**src/rtl/vco_tiq.sv**
```systemverilog
module vco_tiq #(
  parameter int CHANNELS = 4,
  parameter int PHASES = 2,
  parameter int CNT_W = 3,
  parameter int OUT_W = 4,
  parameter bit USE_LUT = 1'b0,
  parameter logic [OUT_W*(2**CNT_W)-1:0] CODE_TABLE = '0,
  localparam int CH_W = (CHANNELS > 1) ? $clog2(CHANNELS) : 1
) (
  input  logic              clk,
  input  logic              rst_n,
  input  logic [PHASES-1:0] vco_ph,
  input  logic              both_edges,
  output logic [OUT_W-1:0]  out_code,
  output logic [CH_W-1:0]   out_chan,
  output logic              out_valid
);
  localparam int INC_W = $clog2(PHASES + 1);
  localparam logic [CNT_W-1:0] MAXC = {CNT_W{1'b1}};

  logic [PHASES-1:0] sy1, sy2, sy3;
  logic [PHASES-1:0] hit;
  logic [INC_W-1:0] inc;
  logic [CH_W-1:0] slot;
  logic primed;
  logic [CHANNELS-1:0][CNT_W-1:0] acc;
  logic [CHANNELS-1:0][CNT_W-1:0] nxt;
  logic [CNT_W-1:0] sel;
  logic [OUT_W-1:0] mapped;

  always_ff @(posedge clk or negedge rst_n)
    if (!rst_n) begin
      sy1 <= '0;
      sy2 <= '0;
      sy3 <= '0;
    end else begin
      sy1 <= vco_ph;
      sy2 <= sy1;
      sy3 <= sy2;
    end

  assign hit = (sy2 & ~sy3) | ({PHASES{both_edges}} & ~sy2 & sy3);
  assign inc = INC_W'($countones(hit));

  for (genvar k = 0; k < CHANNELS; k++) begin : g_ch
    logic [CNT_W:0] sum;
    assign sum = {1'b0, acc[k]} + (CNT_W+1)'(inc);
    assign nxt[k] = sum[CNT_W] ? MAXC : sum[CNT_W-1:0];
  end

  always_ff @(posedge clk or negedge rst_n)
    if (!rst_n) begin
      acc <= '0;
      slot <= '0;
      primed <= 1'b0;
    end else begin
      for (int k = 0; k < CHANNELS; k++)
        acc[k] <= (slot == CH_W'(k)) ? '0 : nxt[k];
      slot <= (slot == CH_W'(CHANNELS-1)) ? '0 : slot + 1'b1;
      if (slot == CH_W'(CHANNELS-1)) primed <= 1'b1;
    end

  assign sel = nxt[slot];

  if (USE_LUT) begin : g_lut
    assign mapped = CODE_TABLE[int'(sel)*OUT_W +: OUT_W];
  end else begin : g_ident
    assign mapped = OUT_W'(sel);
  end

  always_ff @(posedge clk or negedge rst_n)
    if (!rst_n) begin
      out_code <= '0;
      out_chan <= '0;
      out_valid <= 1'b0;
    end else begin
      out_code <= mapped;
      out_chan <= slot;
      out_valid <= primed;
    end
endmodule

```
**config.mk**
```make
export PLATFORM = sky130hd
export DESIGN_NAME = vco_tiq
export DESIGN_NICKNAME = d
export VERILOG_FILES = /design/src/rtl/vco_tiq.sv
export SDC_FILE = /design/constraint.sdc
export NUM_CORES = 1
export LEC_CHECK = 0
export BUFFER_PORTS_ARGS = -buffer_cell sky130_fd_sc_hd__buf_2
export CAP_MARGIN = 10
export CELL_PAD_IN_SITES_DETAIL_PLACEMENT = 0
export CELL_PAD_IN_SITES_GLOBAL_PLACEMENT = 1
export CORE_MARGIN = 4
export CORE_UTILIZATION = 50
export DETAILED_ROUTE_END_ITERATION = 10
export PLACE_DENSITY_LB_ADDON = 0.3
export SLEW_MARGIN = 20
export SYNTH_ARGS = -nofsm -noshare
export SYNTH_HDL_FRONTEND = slang
export SYNTH_SLANG_ARGS = --single-unit
```
**constraint.sdc**
```tcl
create_clock -name clk -period 5.3 [get_ports clk]
set_input_delay 0.265 -clock clk [delete_from_list [all_inputs] [get_ports clk]]
set_output_delay 0.265 -clock clk [all_outputs]
set_load 0.03 [all_outputs]
```
==> Word level (Yosys, flattened, before mapping) <==
Cells that the tools add are included.
{ "op_classes": {"addsub": 6, "magnitude_cmp": 1, "n_eq_ne": 3, "n_mux": 11, "bitwise": 6, "reduce_logical": 1} }
{ "ops": {"columns": ["op", "n"], "rows": [
  ["$mux W3", 9],
  ["$add A3 B2 Y4", 4],
  ["$and A2 B2 Y2", 3],
  ["$bmux W3 S2", 1],
  ["$eq A2 B2 Y1 const B", 2],
  ["$not A2 Y2", 2],
  ["$lt A2 B3 Y1 const B", 1],
  ["$add A1 B1 Y2", 1],
  ["$add A2 B1 Y2 const B", 1],
  ["$eq A2 B1 Y1 const B", 1],
  ["$logic_not A2 Y1", 1],
  ["$mux W2", 1],
  ["$or A2 B2 Y2", 1]
]} }
{ "totals": {"regBits": 27, "input_bits": 5, "out_inout_bits": 7} }

==> Longest topological paths before layout <==
Gate-level depths: netlist of run 1.
{ "depth": {"word_depth": 9, "mapped_depth": 11, "depth_no_buf": 10} }

==> Worst setup path before layout of run 1 <==
No wires, ideal clock.
{ "synth_timing": {"path_type": "register to register", "from": "register sy2[1]", "to": "register out_code[0]", "setup_ns": 0.135, "t_arrival_ns": 1.841, "required_time_ns": 5.165, "slack_ns": 3.324, "path_stages_with_launch": 10, "cell_sequence": "dfrtp_1 inv_1 nand3_1 o21ai_0 ha_1 ha_1 nor2b_1 o211a_1 nor4_1 nor4_2"} }
{ "synth_via": {"elab_chain_len": 9, "elab_cells_between_ends": 16} }
{ "synth_rtl": {"columns": ["element", "line_no", "text"], "rows": [
  ["start: declaration", "21", "logic [PHASES-1:0] sy1, sy2, sy3;"],
  ["start signal: assignment", "38", "sy2 <= sy1;"],
  ["$not A2 Y2", "42", "assign hit = (sy2 & ~sy3) | ({PHASES{both_edges}} & ~sy2 & sy3);"],
  ["$and A2 B2 Y2 (2 in series)", "42", null],
  ["$or A2 B2 Y2 *", "42", null],
  ["$add A1 B1 Y2 (not written as such) *", "43", "assign inc = INC_W'($countones(hit));"],
  ["$add A3 B2 Y4", "47", "assign sum = {1'b0, acc[k]} + (CNT_W+1)'(inc);"],
  ["$mux W3", "48", "assign nxt[k] = sum[CNT_W] ? MAXC : sum[CNT_W-1:0];"],
  ["$bmux W3 S2 *", "63", "assign sel = nxt[slot];"],
  ["$mux W3 (not written as such) *", "63", null],
  ["via sel[0]", "28", "logic [CNT_W-1:0] sel;"],
  ["end signal: assignment", "77", "out_code <= mapped;"],
  ["end: declaration", "14", "output logic [OUT_W-1:0] out_code,"]
]} }
The timed path passes the listed nets; every way through them passes the cells marked *. The select of a mux whose other input is x is not followed.
A chain may end at the register's enable or synchronous reset.

==> Final worst setup path of run 1 <==
{ "layout_timing": {"from": "register sy3[1]", "to": "register out_code[2]"} }
{ "layout_via": {"elab_chain_len": 8, "elab_cells_between_ends": 15} }
{ "layout_rtl": {"columns": ["element", "line_no", "text"], "rows": [
  ["start: declaration", "21", null],
  ["start signal: assignment", "39", "sy3 <= sy2;"],
  ["$not A2 Y2", "42", null],
  ["$and A2 B2 Y2", "42", null],
  ["$or A2 B2 Y2 *", "42", null],
  ["$add A1 B1 Y2 (not written as such) *", "43", null],
  ["$add A3 B2 Y4", "47", null],
  ["$mux W3", "48", null],
  ["$bmux W3 S2 *", "63", null],
  ["$mux W3 (not written as such) *", "63", null],
  ["via sel[2]", "28", null]
]} }
Marks and branches as above.

==> results of run 1 <==
per-layer routing:
metal  GRT usage [%]  vias up  part of all wire, %
met5               0        -                    0
met4           5.263        0                  1.6
met3           2.340        8                  3.0
met2           25.46       16                   49
met1           20.08      467                   46
li1                -      452                    -
kinds of logic after synthesis:
family	synth area share (%)
mux	0.7260
compound gates	7.350
buf+inv	2.722
other cells	0.2720
xor+xnor	4.447
flops	49.00
simple gates	22.78
fa+ha+maj	12.70
flip-flops by register name, summed over array words and instances (netlist names):
signal and flops:
acc 12, out_code 3, out_chan 2, slot 2, sy1 2, sy2 2
sy3 2, out_valid 1, primed 1
synth_stat cells (all sizes together) (2+ instances only):
| library cell | n |
|---|---|
| a211oi | 2 |
| o21ai | 2 |
| nor2b | 5 |
| nor4 | 8 |
| and3 | 4 |
| dfrtp | 27 |
| o211a | 2 |
| nor2 | 13 |
| a21oi | 2 |
| inv | 4 |
| ha | 14 |
| and4b | 3 |
| nand4b | 4 |
| nand2 | 7 |
| xor2 | 5 |
| nor3 | 6 |
| xnor2 | 2 |
| buf | 2 |
through the flow:
step                      cells  hold WS (ns)  setup slack [ns]  instance area (um^2)
after floorplan             121      -0.03059             3.324                  1379
after global placement      158        0.2975             3.135                  1444
after detailed placement    158        0.3041             3.036                  1444
after CTS                   163       0.02091             2.994                  1481
after global routing        163      0.002047             2.741                  1481
final                       163       0.02681             2.981                  1481
worst max-delay path, cell delays in order (launching register included):
cell and delay (ns):
dfrtp_1 0.41, o21ai_0 0.24, ha_1 0.53, xor2_1 0.25
ha_1 0.18, inv_1 0.06, o21ai_0 0.23, a211oi_2 0.08
a221oi_2 0.26
how the worst min path moves through the flow:
stage                   to  depth (start not counted)  slack, ns       from
floorplan           acc[0]                          0      -0.03      rst_n
global placement    acc[2]                          1       0.30      rst_n
detailed placement  acc[2]                          1       0.30      rst_n
CTS                 sy1[0]                          1       0.02  vco_ph[0]
global route        sy1[1]                          1      0.002  vco_ph[1]
finish              sy1[0]                          1       0.03  vco_ph[0]
final cells by class:
cell class	instances	area share (%)
clock buffer	3	1.520
clock inverter	1	0.3378
inverter	4	1.014
multi-input combinational	87	44.93
sequential	27	45.61
tap	30	2.534
timing repair buffer	11	4.054
power breakdown:
part | internal (uW) | total (uW) | leakage (uW) | switching, uW
Clock | 28.3 | 90.5 | 0.0000177 | 62.1
Combinational | 64.4 | 154 | 0.000411 | 89.4
Sequential | 235 | 252 | 0.000332 | 16.7
Total | 328 | 496 | 0.000760 | 168
==> qor.csv, run 1 <==
stage;metric;value;unit
run_status;status;completed;
yosys;synth-seq-cells;27;
grt;antenna_found_initial;0;
sta;final.setup_skew;0.005862;ns
min_path;hold_class;input pin to flop;
yosys;synth_top_area_share;49.00;%
worst_setup_path;critPathCaptureType;flop;
drt;vias;943;
cts;cts_tree;built;
place;portBuffers;10;
cts;cts_root_buf;clkbuf_4;
sta;maxSlewHeadroom;60.88;%
sta;finalMaxSlewViolations;0;
cts;cts_buffers;3;
yosys;ys.warnings.count;0;
worst_setup_path;startpoint;sy3[1];
worst_setup_path;r2r-end;out_code[2];
sta;fmax;431.2;MHz
floorplan;ios;12;
grt;grt_overflow;0;
drt;drtIter0Drc;32;
final_layout;mostFrequentLayoutCell;dfrtp_1;
drt;route.detailed.drc;0;
floorplan;coreArea;2545;um^2
cts;cts_setup_buffers;0;
grt;grt_pass1_vias;951;
power_and_ir_drop;powerDensity;334.7;nW/um^2
final_layout;nets;153;
final_layout;antennaDiodeCount;0;
yosys;synthFlopType;dfrtp_1;
yosys;synth_cells;121;
yosys;ys_types;31;
worst_setup_path;rrSetupSlack;2.98;ns
floorplan;initial_core_util;54.18;%
yosys;async_flop_share;100.0;%
worst_setup_path;required;5.55;ns
cts;insertion_delay;0.33;ns
grt;grt_usage;15.18;%
sta;setup_violations;0;
drt;ant_nets;0;
worst_setup_path;endpoint;out_code[2];
sta;min_period;2.319;ns
final_layout;multi_input_area;665.6;um^2
drt;firstDrtPassIters;6;
floorplan;dieArea;3662;um^2
final_layout;area_delta_synth_final;7.441;%
cts;cts_buffer_depth;2;
yosys;synth_area;1379;um^2
cts;cts-htree-levels;1;
yosys;synth_top_cell_by_area;dfrtp_1;
final_layout;drive_above_1_share;18.05;%
final_layout;final-seq-area;675.6;um^2
yosys;ys_top_cells_by_area;dfrtp_1 (49%), ha_1 (13%), nor2_1 (3.5%), xor2_1 (3.2%), nor4_1 (2.7%);
sta;worst_slew_pin_slew;0.5868;ns
floorplan;die_h;60.52;um
yosys;synth_fp_nets;140;
cts;clk_pin_slew_worst_paths;0.15;ns
worst_setup_path;r2r_cells;8;
drt;wl_per_cell;15.18;um
worst_setup_path;arrival;2.57;ns
power_and_ir_drop;power.total;495.8;uW
yosys;postSynthAreaPerCell;11.40;um^2
cts;cts_sinks;27;
drt;wirelength;2.474;mm
sta;period_share;43.76;%
run;drv_cap;0;
place;finalWeightedCongestion;0.7643;
final_layout;nFillCells;221;
power_and_ir_drop;p_leak;0.0007604;uW
power_and_ir_drop;ir_drop;0.0002369;V
place;place_hpwl;1.866;mm
worst_setup_path;start_kind;flop;
floorplan;die_w;60.52;um
worst_setup_path;worst-path-max-fanout;12;
grt;grt_pass1_wl;4.174;mm
yosys;yosysSeqAreaShare;49.00;%
cts;cts_hold_buffers;1;
worst_setup_path;criticalPathCategory;flop to flop;
grt;grt_start_max_net_pins;28;
final_layout;final_cell_mix;dfrtp_1 (27), ha_1 (14), nor2_1 (13);
floorplan;rows;18;
sta;rsz0062_at_grt;no;
worst_setup_path;r2r-start;sy3[1];
drt;detail_route.vias_per_cell;5.785;
sta;hold_violations;0;
cts;cts_resized;0;
yosys;synth-edff-count;0;
sta;finalSetupTns;0;ns
final_layout;final_core_util;58.21;%
Note: power is estimated with default switching activity, not from simulation.
==> inputs of run 2 (changes only) <==
--- a/config.mk
+++ b/config.mk
@@ -5,12 +5,13 @@
 export SDC_FILE = /design/constraint.sdc
 export NUM_CORES = 1
 export LEC_CHECK = 0
+export ABC_AREA = 1
 export BUFFER_PORTS_ARGS = -buffer_cell sky130_fd_sc_hd__buf_2
 export CAP_MARGIN = 10
 export CELL_PAD_IN_SITES_DETAIL_PLACEMENT = 0
 export CELL_PAD_IN_SITES_GLOBAL_PLACEMENT = 1
 export CORE_MARGIN = 4
-export CORE_UTILIZATION = 50
+export CORE_UTILIZATION = 44
 export DETAILED_ROUTE_END_ITERATION = 10
 export PLACE_DENSITY_LB_ADDON = 0.3
 export SLEW_MARGIN = 20
==> constraint.sdc (replaced) <==
create_clock -name clk -period 2.3 [get_ports clk]
set_input_delay 0.115 -clock clk [delete_from_list [all_inputs] [get_ports clk]]
set_output_delay 0.115 -clock clk [all_outputs]
set_load 0.03 [all_outputs]
==> qor.csv, run 2 <==
stage;metric;value;unit;change
cts;cts_buffer_depth;2;;unchanged
cts;cts_buffers;3;;unchanged
yosys;synth-edff-count;0;;unchanged
yosys;synth.most_common_cell;nand2_1;;was dfrtp_1
sta;setup_violations;0;;unchanged
drt;detail_route.vias_per_cell;4.544;;was 5.785
sta;setup_slack;0.2464;ns;was 2.981 ns
worst_setup_path;arrival;2.29;ns;was 2.57 ns
yosys;synth_top_cell_by_area;dfrtp_1;;unchanged
final_layout;area_delta_synth_final;9.658;%;was 7.441%
final_layout;final_cell_mix;nand2_1 (41), inv_1 (35), dfrtp_1 (27);;was dfrtp_1 (27), ha_1 (14), nor2_1 (13)
sta;maxSlewHeadroom;58.95;%;was 60.88%
final_layout;mostFrequentLayoutCell;nand2_1;;was dfrtp_1
sta;rsz0062_at_grt;no;;unchanged
cts;cts_tree;built;;unchanged
final_layout;regMostFlops;acc;;unchanged
drt;firstDrtPassIters;4;;was 6
drt;route.detailed.drc;0;;unchanged
sta;min_period;2.054;ns;was 2.319 ns
grt;grt_overflow;0;;unchanged
floorplan;die_h;64.91;um;was 60.52 um
sta;finalMaxSlewViolations;0;;unchanged
floorplan;coreArea;3078;um^2;was 2545 um^2
yosys;ys_top_cells_by_count;nand2_1 (41), inv_1 (35), dfrtp_1 (27);;was dfrtp_1 (27), ha_1 (14), nor2_1 (13)
yosys;synth_area;1425;um^2;was 1379 um^2
sta;worst_slew_pin_slew;0.6158;ns;was 0.5868 ns
floorplan;ios;12;;unchanged
yosys;postSynthAreaPerCell;8.433;um^2;was 11.40 um^2
worst_setup_path;worst-path-max-fanout;4;;was 12
min_path;hold_class;input pin to asynchronous set/reset pin;;was input pin to flop
yosys;ys_types;18;;was 31
worst_setup_path;criticalPathCategory;flop to flop;;unchanged
grt;grt_usage;14.15;%;was 15.18%
drt;drtIter0Drc;31;;was 32
cts;cts_sinks;27;;unchanged
sta;fmax;486.9;MHz;was 431.2 MHz
cts;cts_root_buf;clkbuf_4;;unchanged
yosys;yosysSeqAreaShare;47.41;%;was 49.00%
final_layout;top_regs;acc (12), out_code (3);;unchanged
sta;hold_violations;0;;unchanged
worst_setup_path;start_kind;flop;;unchanged
place;place_ws;0.2391;ns;was 3.036 ns
yosys;synthFlopType;dfrtp_1;;unchanged
drt;ant_nets;0;;unchanged
final_layout;final_core_util;50.77;%;was 58.21%
grt;grt_start_max_net_pins;28;;unchanged
drt;met2_length;1.078;mm;was 1.210 mm
worst_setup_path;required;2.53;ns;was 5.55 ns
final_layout;drive_above_1_share;11.96;%;was 18.05%
floorplan;initial_core_util;46.30;%;was 54.18%
cts;clk_pin_slew_worst_paths;0.15;ns;about the same
drt;vias;1036;;was 943
cts;cts_resized;0;;unchanged
drt;wl_per_cell;10.89;um;was 15.18 um
yosys;synth-seq-cells;27;;unchanged
sta;final.setup_skew;0.005770;ns;was 0.005862 ns
drt;wirelength;2.483;mm;was 2.474 mm
place;portBuffers;10;;unchanged
power_and_ir_drop;power.total;1225;uW;was 495.8 uW
cts;cts-htree-levels;1;;unchanged
grt;grt_pass1_vias;1013;;was 951
power_and_ir_drop;p_leak;0.0009168;uW;was 0.0007604 uW
floorplan;rows;20;;was 18
place;post_dp_cell_area;1503;um^2;was 1444 um^2
run_status;status;completed;;unchanged
final_layout;largest_reg_flops;12;;unchanged
yosys;synth_top_area_share;47.41;%;was 49.00%
run;drv_cap;0;;unchanged
yosys;synth_fp_nets;188;;was 140
power_and_ir_drop;ir_drop;0.0004026;V;was 0.0002369 V
yosys;synth_cells;169;;was 121
yosys;ys.warnings.count;0;;unchanged
final_layout;antennaDiodeCount;0;;unchanged
yosys;async_flop_share;100.0;%;unchanged
final_layout;fin_area;1563;um^2;was 1481 um^2
grt;antenna_found_initial;0;;unchanged
floorplan;dieArea;4213;um^2;was 3662 um^2
sta;finalSetupTns;0;ns;unchanged
floorplan;die_w;64.91;um;was 60.52 um
drt;wl_met1;1.246;mm;was 1.148 mm
place;place_hpwl;1.946;mm;was 1.866 mm
cts;insertion_delay;0.33;ns;about the same
grt;grt_pass1_wl;4.581;mm;was 4.174 mm
drt;route.met3.wl;113;um;was 75 um
worst_setup_path;critPathCaptureType;flop;;unchanged
drt;dr.max_layer_used;met4;;unchanged
power_and_ir_drop;powerDensity;784.0;nW/um^2;was 334.7 nW/um^2
place;finalWeightedCongestion;0.8119;;was 0.7643
sta;period_share;89.29;%;was 43.76%
yosys;ys_top_cells_by_area;dfrtp_1 (47%), ha_1 (12%), nand2_1 (11%), inv_1 (9.2%), nand3_1 (7.7%);;was dfrtp_1 (49%), ha_1 (13%), nor2_1 (3.5%), xor2_1 (3.2%), nor4_1 (2.7%)
final_layout;nets;204;;was 153
==> run 2: cell types whose count changed after synthesis, sizes merged, moves of 6 or more <==
cell   change
inv       +32
nand2     +38
nand3     +22
nor2       -8
nor3       -6
nor4       -8
==> run 2: repair_timing <==
action,CTS,global route
hold buffers,3,0
hold endpoints to repair,29,0
buffers inserted,0,0
==> run 2: path summary, 6_finish.rpt <==
check                      cells past startpoint  slack, ns          end   start
max                                           13       0.25  out_code[2]  sy2[0]
min                                            2       0.32    out_valid   rst_n
max reg2reg                                   13       0.25  out_code[2]  sy2[0]
min reg2reg                                    0       0.37       sy2[0]  sy1[0]
max in group asynchronous                      2       1.58       acc[6]   rst_n
min in group clk                               0       0.37       sy2[0]  sy1[0]
==> run 2: area by class of cell <==
class,instances,area [um^2]
multi-input cells,104,586.8
well taps,44,55.05
clock inverters,1,7.507
repair buffers,13,80.08
fillers,312,1515
clock buffers,3,22.52
flip-flops and latches,27,675.6
inverters,36,135.1
==> run 2: per-stage QoR <==
step           hold slack, ns  instances
6_report               0.3223        228
5_1_grt                0.3649        228
4_1_cts                0.3265        228
3_5_place_dp           0.1673        221
3_3_place_gp           0.1550        221
2_1_floorplan         -0.1806        169
==> run 2: cells by family after synthesis <==
group                      after synthesis  synth area share [%]
adders and majority gates               14                 12.29
buffers and inverters                   38                 11.41
DFF                                     27                 47.41
other                                    1                0.2631
AOI/OAI and AO/OA                       10                 3.512
and+or+nand+nor                         79                 25.11
==> run 2: worst max-delay path: stages, from the launching register on <==
cell,delay (ns)
dfrtp_1,0.42
a21oi_1,0.12
a21oi_1,0.07
ha_1,0.38
ha_1,0.23
ha_1,0.19
inv_1,0.07
nand2_1,0.05
nand2_1,0.05
nand2_1,0.04
inv_1,0.07
nand3_1,0.08
nand3_1,0.12
nand2_1,0.08
==> run 2: layer usage <==
metal / vias to the layer above / track usage, %
met2: 18 / 20.69
met1: 470 / 20.22
met4: 0 / 5.805
li1: 543 / -
met5: - / 0
met3: 5 / 2.946
==> run 2: report_power, final <==
group | internal (uW) | switching [uW] | leakage (uW)
registers | 548 | 36.7 | 0.000329
clock network | 66.5 | 145 | 0.0000139
logic | 159 | 270 | 0.000574
total | 773 | 452 | 0.000917
==> inputs of run 3 (changes only) <==
--- a/config.mk
+++ b/config.mk
@@ -10,7 +10,7 @@
 export CAP_MARGIN = 10
 export CELL_PAD_IN_SITES_DETAIL_PLACEMENT = 0
 export CELL_PAD_IN_SITES_GLOBAL_PLACEMENT = 1
-export CORE_MARGIN = 4
+export CORE_MARGIN = 8
 export CORE_UTILIZATION = 44
 export DETAILED_ROUTE_END_ITERATION = 10
 export PLACE_DENSITY_LB_ADDON = 0.3
==> qor.csv, run 3 (synthesis gave the netlist of run 2 again) <==
stage;metric;value;unit;change
run_status;status;completed;;unchanged
sta;period_share;89.40;%;was 89.29%
final_layout;final-seq-area;675.6;um^2;unchanged
cts;cts-htree-levels;1;;unchanged
place;place_hpwl;2.098;mm;was 1.946 mm
power_and_ir_drop;p_leak;0.0009178;uW;was 0.0009168 uW
worst_setup_path;criticalPathCategory;flop to flop;;unchanged
sta;finalMaxSlewViolations;0;;unchanged
worst_setup_path;worst-path-max-fanout;4;;unchanged
sta;rsz0062_at_grt;no;;unchanged
drt;wl_met1;1.293;mm;was 1.246 mm
drt;detail_route.vias_per_cell;4.605;;was 4.544
min_path;hold_class;input pin to asynchronous set/reset pin;;unchanged
sta;finalSetupTns;0;ns;unchanged
worst_setup_path;r2r-end;out_code[2];;unchanged
grt;grt_usage;11.50;%;was 14.15%
cts;cts_root_buf;clkbuf_4;;unchanged
final_layout;top_regs;acc (12), out_code (3);;unchanged
final_layout;nets;204;;unchanged
run;drv_cap;0;;unchanged
sta;min_period;2.056;ns;was 2.054 ns
floorplan;rows;20;;unchanged
drt;wirelength;2.673;mm;was 2.483 mm
worst_setup_path;r2r_cells;11;;was 13
cts;cts_tree;built;;unchanged
grt;antenna_found_initial;0;;unchanged
final_layout;multi_input_area;586.8;um^2;unchanged
sta;maxSlewHeadroom;59.23;%;was 58.95%
drt;ant_nets;0;;unchanged
cts;cts_buffers;3;;unchanged
sta;fmax;486.3;MHz;was 486.9 MHz
worst_setup_path;arrival;2.29;ns;about the same
drt;route.met3.wl;83;um;was 113 um
final_layout;antennaDiodeCount;0;;unchanged
drt;dr.max_layer_used;met4;;unchanged
place;dp.cells;221;;unchanged
drt;firstDrtPassIters;4;;unchanged
floorplan;initial_core_util;46.30;%;unchanged
floorplan;dieArea;5316;um^2;was 4213 um^2
cts;cts_setup_buffers;0;;unchanged
drt;met2_length;1.266;mm;was 1.078 mm
grt;grt_overflow;0;;unchanged
final_layout;fin_cells;228;;unchanged
grt;grt_pass1_vias;1106;;was 1013
cts;clk_pin_slew_worst_paths;0.15;ns;about the same
drt;route.detailed.drc;0;;unchanged
drt;vias;1050;;was 1036
grt;grt_start_max_net_pins;28;;unchanged
place;finalWeightedCongestion;0.8186;;was 0.8119
sta;worst_slew_pin_slew;0.6115;ns;was 0.6158 ns
sta;setup_violations;0;;unchanged
cts;insertion_delay;0.33;ns;about the same
cts;cts_resized;0;;unchanged
cts;cts_hold_buffers;3;;unchanged
final_layout;area_delta_synth_final;9.395;%;was 9.658%
drt;wl_per_cell;11.72;um;was 10.89 um
cts;cts_buffer_depth;2;;unchanged
worst_setup_path;start_kind;flop;;unchanged
final_layout;final_cell_mix;nand2_1 (41), inv_1 (35), dfrtp_1 (27);;unchanged
sta;hold_violations;0;;unchanged
place;portBuffers;10;;unchanged
sta;setup_slack;0.2438;ns;was 0.2464 ns
floorplan;die_h;72.91;um;was 64.91 um
power_and_ir_drop;ir_drop;0.0004156;V;was 0.0004026 V
worst_setup_path;rrSetupSlack;0.24;ns;was 0.25 ns
sta;final.setup_skew;0.01910;ns;was 0.005770 ns
final_layout;nFillCells;325;;was 312
final_layout;regMostFlops;acc;;unchanged
floorplan;die_w;72.91;um;was 64.91 um
final_layout;drive_above_1_share;11.41;%;was 11.96%
final_layout;mostFrequentLayoutCell;nand2_1;;unchanged
cts;cts_sinks;27;;unchanged
floorplan;coreArea;3078;um^2;unchanged
floorplan;ios;12;;unchanged
grt;grt_pass1_wl;4.802;mm;was 4.581 mm
place;place_ws;0.2341;ns;was 0.2391 ns
worst_setup_path;r2r-start;sy2[0];;unchanged
power_and_ir_drop;power.total;1225;uW;about the same
drt;drtIter0Drc;17;;was 31
worst_setup_path;critPathCaptureType;flop;;unchanged
final_layout;largest_reg_flops;12;;unchanged
power_and_ir_drop;powerDensity;786.1;nW/um^2;was 784.0 nW/um^2
worst_setup_path;required;2.54;ns;was 2.53 ns
-- run 3: changes by cell type in the layout (fill, tap and decap cells not counted), sizes merged --
cell      delta
clkinvlp     -1
clkbuf       +1
-- run 3: worst max-delay path, stage by stage, from the launching register on --
cell and delay (ns):
dfrtp_1 0.42, a21oi_1 0.12, a21oi_1 0.07, ha_1 0.38
ha_1 0.25, ha_1 0.22, nor2_1 0.10, nand2_1 0.06
nand2_1 0.12, nand2_1 0.06, nand3_1 0.11, nand2_1 0.07
-- run 3: report_power, final --
part / total [uW] / switching [uW] / internal, uW
logic: 440 / 278 / 161
clock network: 204 / 136 / 67.9
registers: 582 / 34.9 / 547
total: 1230 / 449 / 776
-- run 3: area by class of cell --
class                      instances  area share, %
multi-input combinational        104          37.64
tap                               44          3.531
timing repair buffer              13          5.136
clock buffer                       4          1.685
sequential                        27          43.34
inverter                          36          8.668
-- run 3: per-layer routing --
| metal | track usage (%) | vias to the layer above |
|---|---|---|
| met3 | 2.473 | 4 |
| li1 | - | 545 |
| met2 | 19.58 | 10 |
| met5 | 0 | - |
| met1 | 13.60 | 491 |
| met4 | 4.667 | 0 |
-- run 3: worst max-delay path by stage --
stage / cells after the start / startpoint / slack [ns] / to
floorplan: 13 / sy2[0] / 0.48 / out_code[2]
global placement: 13 / sy2[0] / 0.27 / out_code[2]
detailed placement: 11 / sy2[0] / 0.23 / out_code[2]
CTS: 11 / sy2[0] / 0.23 / out_code[2]
global route: 13 / sy3[1] / 0.04 / out_code[2]
finish: 11 / sy2[0] / 0.24 / out_code[2]
-- run 3: per-stage QoR --
step | utilization [%] | cell area, um^2 | hold slack [ns]
2_1_floorplan | - | 1425 | -0.1806
3_3_place_gp | 48.82 | 1503 | 0.1549
3_5_place_dp | 48.82 | 1503 | 0.1637
4_1_cts | 50.65 | 1559 | 0.3249
5_1_grt | 50.65 | 1559 | 0.3739
6_report | 50.65 | 1559 | 0.3162
